### config.mk
export PLATFORM = sky130hd
export DESIGN_NAME = bclk_mode_ctrl
export DESIGN_NICKNAME = d
export VERILOG_FILES = /design/src/rtl/bcm_pkg.sv /design/src/rtl/bcm_sync.sv /design/src/rtl/bcm_mode_det.sv /design/src/rtl/bcm_deemph.sv /design/src/rtl/bcm_seq.sv /design/src/rtl/bclk_mode_ctrl.sv
export SDC_FILE = /design/constraint.sdc
export NUM_CORES = 1
export LEC_CHECK = 0
export BUFFER_PORTS_ARGS = -buffer_cell sky130_fd_sc_hd__buf_2
export CORE_MARGIN = 5
export CORE_UTILIZATION = 35
export CTS_CLUSTER_DIAMETER = 60
export DETAILED_ROUTE_END_ITERATION = 12
export PLACE_DENSITY = 0.59
export SYNTH_ARGS = -nofsm -noshare
export SYNTH_HDL_FRONTEND = slang
export SYNTH_SLANG_ARGS = --single-unit
### constraint.sdc
create_clock -name clk -period 4.55 [get_ports clk]
set_input_delay 0.2275 -clock clk [delete_from_list [all_inputs] [get_ports clk]]
set_output_delay 0.2275 -clock clk [all_outputs]
set_load 0.02 [all_outputs]
### src/rtl/bcm_pkg.sv
package bcm_pkg;

   typedef enum logic [1:0] {
      ST_PWRDN  = 2'd0,
      ST_DETECT = 2'd1,
      ST_RAMP   = 2'd2,
      ST_RUN    = 2'd3
   } seq_state_t;

   typedef enum logic [1:0] {
      SPD_SINGLE = 2'd0,
      SPD_DOUBLE = 2'd1,
      SPD_QUAD   = 2'd2
   } speed_t;

endpackage

### src/rtl/bcm_sync.sv
module bcm_sync #(
   parameter int WIDTH  = 2,
   parameter int STAGES = 2
) (
   input  logic             clk,
   input  logic             rst_n,
   input  logic [WIDTH-1:0] d,
   output logic [WIDTH-1:0] q
);

   logic [STAGES-1:0][WIDTH-1:0] stg;

   initial assert (STAGES >= 2) else $error("bcm_sync: STAGES must be at least 2");

   always_ff @(posedge clk or negedge rst_n) begin
      if (!rst_n) begin
         stg <= '0;
      end else begin
         stg[0] <= d;
         for (int i = 1; i < STAGES; i++) begin
            stg[i] <= stg[i-1];
         end
      end
   end

   assign q = stg[STAGES-1];

endmodule

### src/rtl/bcm_mode_det.sv
module bcm_mode_det #(
   parameter int EDGE_THRESH = 16,
   parameter int IDLE_FRAMES = 2
) (
   input  logic clk,
   input  logic rst_n,
   input  logic pin_rise,
   input  logic frame_rise,
   input  logic frame_edge,
   output logic ext_mode
);

   localparam int CW = $clog2(EDGE_THRESH + 1);
   localparam int IW = $clog2(IDLE_FRAMES + 1);

   logic [CW-1:0] edge_cnt;
   logic [IW-1:0] idle_cnt;

   initial assert (EDGE_THRESH >= 2) else $error("bcm_mode_det: EDGE_THRESH below 2");
   initial assert (IDLE_FRAMES >= 1) else $error("bcm_mode_det: IDLE_FRAMES below 1");

   // rises seen since the last frame edge (either polarity)
   always_ff @(posedge clk or negedge rst_n) begin
      if (!rst_n) begin
         edge_cnt <= '0;
      end else if (frame_edge) begin
         edge_cnt <= pin_rise ? CW'(1) : '0;
      end else if (pin_rise && edge_cnt != CW'(EDGE_THRESH)) begin
         edge_cnt <= edge_cnt + CW'(1);
      end
   end

   // frame periods elapsed since the last pin rise
   always_ff @(posedge clk or negedge rst_n) begin
      if (!rst_n) begin
         idle_cnt <= '0;
      end else if (pin_rise) begin
         idle_cnt <= '0;
      end else if (frame_rise && idle_cnt != IW'(IDLE_FRAMES)) begin
         idle_cnt <= idle_cnt + IW'(1);
      end
   end

   always_ff @(posedge clk or negedge rst_n) begin
      if (!rst_n) begin
         ext_mode <= 1'b0;
      end else if (pin_rise && !frame_edge && edge_cnt == CW'(EDGE_THRESH - 1)) begin
         ext_mode <= 1'b1;
      end else if (!pin_rise && frame_rise && idle_cnt == IW'(IDLE_FRAMES - 1)) begin
         ext_mode <= 1'b0;
      end
   end

   AST_EXT_ENTRY_ON_PIN_EDGE: assert property (@(posedge clk) disable iff (!rst_n)
      $rose(ext_mode) |-> $past(pin_rise));
   AST_EXT_EXIT_ON_FRAME: assert property (@(posedge clk) disable iff (!rst_n)
      $fell(ext_mode) |-> ($past(frame_rise) && !$past(pin_rise)));

endmodule

### src/rtl/bcm_deemph.sv
module bcm_deemph #(
   parameter int DEEMPH_RUN = 5
) (
   input  logic clk,
   input  logic rst_n,
   input  logic frame_fall,
   input  logic pin_lvl,
   output logic deemph_req
);

   localparam int RW = $clog2(DEEMPH_RUN + 1);

   logic          last_lvl;
   logic [RW-1:0] run_cnt;

   initial assert (DEEMPH_RUN >= 2) else $error("bcm_deemph: DEEMPH_RUN below 2");

   always_ff @(posedge clk or negedge rst_n) begin
      if (!rst_n) begin
         last_lvl   <= 1'b1;
         run_cnt    <= '0;
         deemph_req <= 1'b0;
      end else if (frame_fall) begin
         if (pin_lvl != last_lvl) begin
            last_lvl <= pin_lvl;
            run_cnt  <= RW'(1);
         end else begin
            if (run_cnt != RW'(DEEMPH_RUN)) begin
               run_cnt <= run_cnt + RW'(1);
            end
            if (run_cnt == RW'(DEEMPH_RUN - 1)) begin
               deemph_req <= ~pin_lvl;   // low level selects de-emphasis
            end
         end
      end
   end

   AST_REQ_MOVES_ON_FALL: assert property (@(posedge clk) disable iff (!rst_n)
      !$stable(deemph_req) |-> $past(frame_fall));

endmodule

### src/rtl/bcm_seq.sv
module bcm_seq
   import bcm_pkg::*;
#(
   parameter int FRAME_TIMEOUT = 2048,
   parameter int START_FRAMES  = 2000
) (
   input  logic       clk,
   input  logic       rst_n,
   input  logic       frame_edge,
   input  logic       frame_rise,
   input  logic       ratio_lock,
   output seq_state_t state,
   output logic       mute
);

   localparam int TW = $clog2(FRAME_TIMEOUT + 1);
   localparam int SW = $clog2(START_FRAMES);

   logic [TW-1:0] tmo_cnt;
   logic [SW-1:0] ramp_cnt;
   logic          present;

   initial assert (START_FRAMES >= 2) else $error("bcm_seq: START_FRAMES below 2");
   initial assert (FRAME_TIMEOUT >= 4) else $error("bcm_seq: FRAME_TIMEOUT below 4");

   assign present = (tmo_cnt != TW'(FRAME_TIMEOUT));

   always_ff @(posedge clk or negedge rst_n) begin
      if (!rst_n) begin
         tmo_cnt <= TW'(FRAME_TIMEOUT);
      end else if (frame_edge) begin
         tmo_cnt <= '0;
      end else if (present) begin
         tmo_cnt <= tmo_cnt + TW'(1);
      end
   end

   always_ff @(posedge clk or negedge rst_n) begin
      if (!rst_n) begin
         state    <= ST_PWRDN;
         ramp_cnt <= '0;
      end else begin
         case (state)
            ST_PWRDN: if (present) state <= ST_DETECT;
            ST_DETECT: begin
               if (!present) begin
                  state <= ST_PWRDN;
               end else if (ratio_lock) begin
                  state    <= ST_RAMP;
                  ramp_cnt <= '0;
               end
            end
            ST_RAMP: begin
               if (!present) begin
                  state <= ST_PWRDN;
               end else if (!ratio_lock) begin
                  state <= ST_DETECT;
               end else if (frame_rise) begin
                  if (ramp_cnt == SW'(START_FRAMES - 1)) begin
                     state <= ST_RUN;
                  end else begin
                     ramp_cnt <= ramp_cnt + SW'(1);
                  end
               end
            end
            ST_RUN: begin
               if (!present) begin
                  state <= ST_PWRDN;
               end else if (!ratio_lock) begin
                  state <= ST_DETECT;
               end
            end
            default: state <= ST_PWRDN;
         endcase
      end
   end

   assign mute = (state != ST_RUN);

   AST_ABSENT_FORCES_PWRDN: assert property (@(posedge clk) disable iff (!rst_n)
      !present |=> state == ST_PWRDN);
   AST_NO_RAMP_WITHOUT_LOCK: assert property (@(posedge clk) disable iff (!rst_n)
      (state == ST_DETECT && !ratio_lock) |=> (state == ST_DETECT || state == ST_PWRDN));
   AST_LOCK_LOSS_LEAVES_RUN: assert property (@(posedge clk) disable iff (!rst_n)
      (state == ST_RUN && !ratio_lock) |=> (state == ST_DETECT || state == ST_PWRDN));
   AST_RUN_ONLY_FROM_RAMP: assert property (@(posedge clk) disable iff (!rst_n)
      (state == ST_RUN) |-> ($past(state) == ST_RAMP || $past(state) == ST_RUN));

endmodule

### src/rtl/bclk_mode_ctrl.sv
module bclk_mode_ctrl
   import bcm_pkg::*;
#(
   parameter int SYNC_STAGES   = 2,
   parameter int EDGE_THRESH   = 16,
   parameter int IDLE_FRAMES   = 2,
   parameter int DEEMPH_RUN    = 5,
   parameter int FRAME_TIMEOUT = 2048,
   parameter int START_FRAMES  = 2000
) (
   input  logic       clk,
   input  logic       rst_n,
   input  logic       frame_clk,
   input  logic       shared_pin,
   input  logic       ratio_lock,
   input  logic [1:0] speed_mode,
   output logic       ext_mode,
   output logic       deemph_en,
   output logic [1:0] seq_state,
   output logic       mute
);

   logic [1:0] sync_q;
   logic       frame_s, pin_s, frame_d, pin_d;
   logic       frame_rise, frame_fall, frame_edge, pin_rise;
   logic       deemph_req;
   seq_state_t state;

   bcm_sync #(.WIDTH(2), .STAGES(SYNC_STAGES)) u_sync (
      .clk   (clk),
      .rst_n (rst_n),
      .d     ({frame_clk, shared_pin}),
      .q     (sync_q)
   );

   assign frame_s = sync_q[1];
   assign pin_s   = sync_q[0];

   always_ff @(posedge clk or negedge rst_n) begin
      if (!rst_n) begin
         frame_d <= 1'b0;
         pin_d   <= 1'b0;
      end else begin
         frame_d <= frame_s;
         pin_d   <= pin_s;
      end
   end

   assign frame_rise = frame_s & ~frame_d;
   assign frame_fall = ~frame_s & frame_d;
   assign frame_edge = frame_rise | frame_fall;
   assign pin_rise   = pin_s & ~pin_d;

   bcm_mode_det #(.EDGE_THRESH(EDGE_THRESH), .IDLE_FRAMES(IDLE_FRAMES)) u_mode (
      .clk        (clk),
      .rst_n      (rst_n),
      .pin_rise   (pin_rise),
      .frame_rise (frame_rise),
      .frame_edge (frame_edge),
      .ext_mode   (ext_mode)
   );

   bcm_deemph #(.DEEMPH_RUN(DEEMPH_RUN)) u_deemph (
      .clk        (clk),
      .rst_n      (rst_n),
      .frame_fall (frame_fall),
      .pin_lvl    (pin_s),
      .deemph_req (deemph_req)
   );

   bcm_seq #(.FRAME_TIMEOUT(FRAME_TIMEOUT), .START_FRAMES(START_FRAMES)) u_seq (
      .clk        (clk),
      .rst_n      (rst_n),
      .frame_edge (frame_edge),
      .frame_rise (frame_rise),
      .ratio_lock (ratio_lock),
      .state      (state),
      .mute       (mute)
   );

   assign seq_state = state;
   assign deemph_en = deemph_req & ~ext_mode & (speed_mode == SPD_SINGLE);

   AST_DEEMPH_HELD_ACROSS_EXT: assert property (@(posedge clk) disable iff (!rst_n)
      (ext_mode && !frame_fall) |=> $stable(deemph_req));

endmodule

==> results_dict.tcl <==
set metrics [dict create \
    hold_viol 0 \
    synthArstFlopShare_pct 100 \
    required_ns 4.74 \
    post_cts_resized 0 \
    hpwl_um 3060 \
    antenna_left 0 \
    syn_to_final_growth_pct 7.91 \
    seq_power_share_pct 54.2 \
    synth-seq-area-share_pct 45.9 \
    die_h_um 92.9 \
    htreeDepth 2 \
    critPathArrivalTime_ns 2.17 \
    internal-power_uw 603 \
    grt_usage_pct 11.6 \
    vias_per_cell 5.26 \
    p_comb_share_pct 17.3 \
    status "complete, no violations" \
    avgSynthCellArea_um2 10.3 \
    grt_max_degree 45 \
    yosysTopAreaCell "dfrtp_1" \
    grt_pass1_vias 1706 \
    clock_path_buffers 2 \
    multi_input_area_um2 1190 \
    drc 0 \
    ir_drop_mv 0.113 \
    via_count 1716 \
    placed_cell_area_um2 2510 \
    netlist.area_leader.share_pct 43.7 \
    cp_cell_sequence "and2b_1, o311ai_1, a211o_1, a221o_1" \
    routabilityCongestion 0.838 \
    yosysMostFrequentCell "dfrtp_1" \
    path_buf_inv 0 \
    worst-path-max-fanout 10 \
    rsz0062_at_grt "no" \
    die-area_um2 8630 \
    initial_utilization_pct 35.6 \
    power.switching_uw 259 \
    ios 12 \
    timing.final.crit_share_pct 43.6 \
    regArea_um2 1100 \
    critPathKind "register to register" \
    drive_gt1_share_pct 11.0 \
    root_buffer "clkbuf_8" \
    clk-insertion-delay-late_ns 0.30 \
    yosys_warnings 0 \
    leakage_uw 0.00115 \
    fillers 675 \
    yosys.cell_types.count 47 \
    startpoint_type "register" \
    slowest_delay_ns 0.47 \
    slew_viol_final 0 \
    hp-class "input pin to register" \
    swShare_pct 30.0 \
    grt_pass1_wl_um 7910 \
    num_rows 30 \
    netlist_area_um2 2400 \
    wl_per_cell_um 14.0 \
    drt-initial-drc-count 55 \
    skew_ns 0.00713 \
    cts_tree "done" \
    slew_headroom_pct 35.2 \
    die_w_um 92.9 \
    ys.flop_type "dfrtp_1" \
    setup_tns_ns 0 \
    ys_ff_latch 44 \
    diodes 0 \
    holdWs_ns 0.0275 \
    syn_inst 234 \
    synth_edf_count 0 \
    cp-end-kind "register" \
    crit_slowest_cell "dfrtp_1" \
    setup_viol 0 \
    post-route-min-period_ns 1.99 \
    max-cap-violations 0 \
    syn-num-nets 254 \
    drt_pass1_iterations 4 \
    ctsHoldBuffers 0 \
    clkTransAtPathRegs_ns 0.09 \
    fin_nets 265 \
    clock-sinks 44 \
    synth.area.top_cells "dfrtp_1 (44%), ha_1 (6.8%), xnor2_1 (4.7%)" \
    coreArea_um2 6760 \
    power_density_nw_per_um2 332 \
    postRouteWirelength_um 4570 \
    clkPwrFrac_pct 28.5 \
    worst_slew_pin_slew_ns 0.972 \
    io_buffers 11 \
    cts_buffers 5 \
    clock.fmax_mhz 504 \
    critPathTopFamily "compound AO/OA/AOI/OAI gates" \
    power.total_uw 862 \
    antenna_found_initial 0 \
    cts_setup_buffers 0 \
    netlist_top_cells_count "dfrtp_1 (42), inv_1 (17), and2_1 (14), nand2_1 (14)" \
    grt-ovfl-total 0 \
    final_area_um2 2590 \
]
metal layers:
metal,vias up,share of wire [%],track usage (%)
li1,848,-,-
met1,836,48,15.1
met2,26,47,17.7
met3,6,3.3,3.25
met4,0,1.7,5.62
met5,-,0,0
worst reg2reg max path, cell delays in order, from the launching register on:
cell and delay, ns:
dfrtp_1 0.47, and2b_1 0.41, o311ai_1 0.15, a211o_1 0.45, a221o_1 0.39
flip-flops by register name (all words and copies together) (netlist names), 2 cells and up:
register	flops
u_deemph.run_cnt	3
u_mode.edge_cnt	5
u_mode.idle_cnt	2
u_seq.ramp_cnt	11
u_seq.state	2
u_seq.tmo_cnt	12
u_sync.q	2
u_sync.stg	2
logic make-up after synthesis:
group                    Yosys count  share of synthesized area (%)
buffers and inverters             24                           4.73
flip-flops                        44                           45.9
adder cells (fa/ha/maj)           13                           6.76
multiplexers                       5                           2.19
AND/OR/NAND/NOR                   98                           24.0
AO/OA/AOI/OAI                     36                           11.3
XOR/XNOR                          14                           5.10
layout by cell type, fill, tap and decap left out, drive strengths merged, types with 4 or more instances in the layout:
cell / netlist / final
dfrtp: 42 / 42
nor3: 4 / 4
a31oi: 4 / 4
nand3: 10 / 10
and3: 10 / 10
nor2: 12 / 12
o21ai: 8 / 8
o22a: 4 / 4
inv: 17 / 17
nor4b: 6 / 6
nand2: 14 / 14
xnor2: 13 / 13
nor2b: 6 / 6
nand4: 6 / 6
ha: 13 / 13
and2: 14 / 14
buf: 4 / 11
clkbuf: 3 / 6
final timing paths:
check                          startpoint             endpoint  slack [ns]  cells after the start
setup / recovery           u_seq.state[0]    u_seq.ramp_cnt[8]        2.56                      4
hold / removal                 shared_pin        u_sync.stg[0]        0.03                      1
setup reg to reg           u_seq.state[0]    u_seq.ramp_cnt[8]        2.56                      4
hold reg to reg             u_sync.stg[1]          u_sync.q[1]        0.35                      0
max in group asynchronous           rst_n    u_seq.ramp_cnt[3]        3.87                      1
min in group asynchronous           rst_n  u_deemph.run_cnt[1]        0.08                      1
layout make-up:
class / instances / share of cell area (%)
sequential: 44 / 42.5
inverter: 17 / 2.46
clock inverter: 2 / 0.482
timing repair buffer: 11 / 2.12
clock buffer: 6 / 2.80
multi-input combinational: 166 / 45.8
tap: 80 / 3.86
power groups by stage:
| stage | registers, µW | logic [µW] | clock network, µW |
|---|---|---|---|
| finish | 467 | 149 | 245 |
| global placement | 472 | 147 | 0 |
| floorplan | 467 | 114 | 0 |
| global route | 474 | 174 | 274 |
| detailed placement | 474 | 152 | 0 |
| CTS | 467 | 153 | 260 |
through the flow:
step                      cells  util (%)  worst slack [ns]
after floorplan             234         -              2.73
after global placement      318      37.1              2.62
after detailed placement    318      37.1              2.58
after CTS                   326      38.4              2.56
after global routing        326      38.4              2.44
final                       326      38.4              2.56
(Power assumes the default switching activity.)
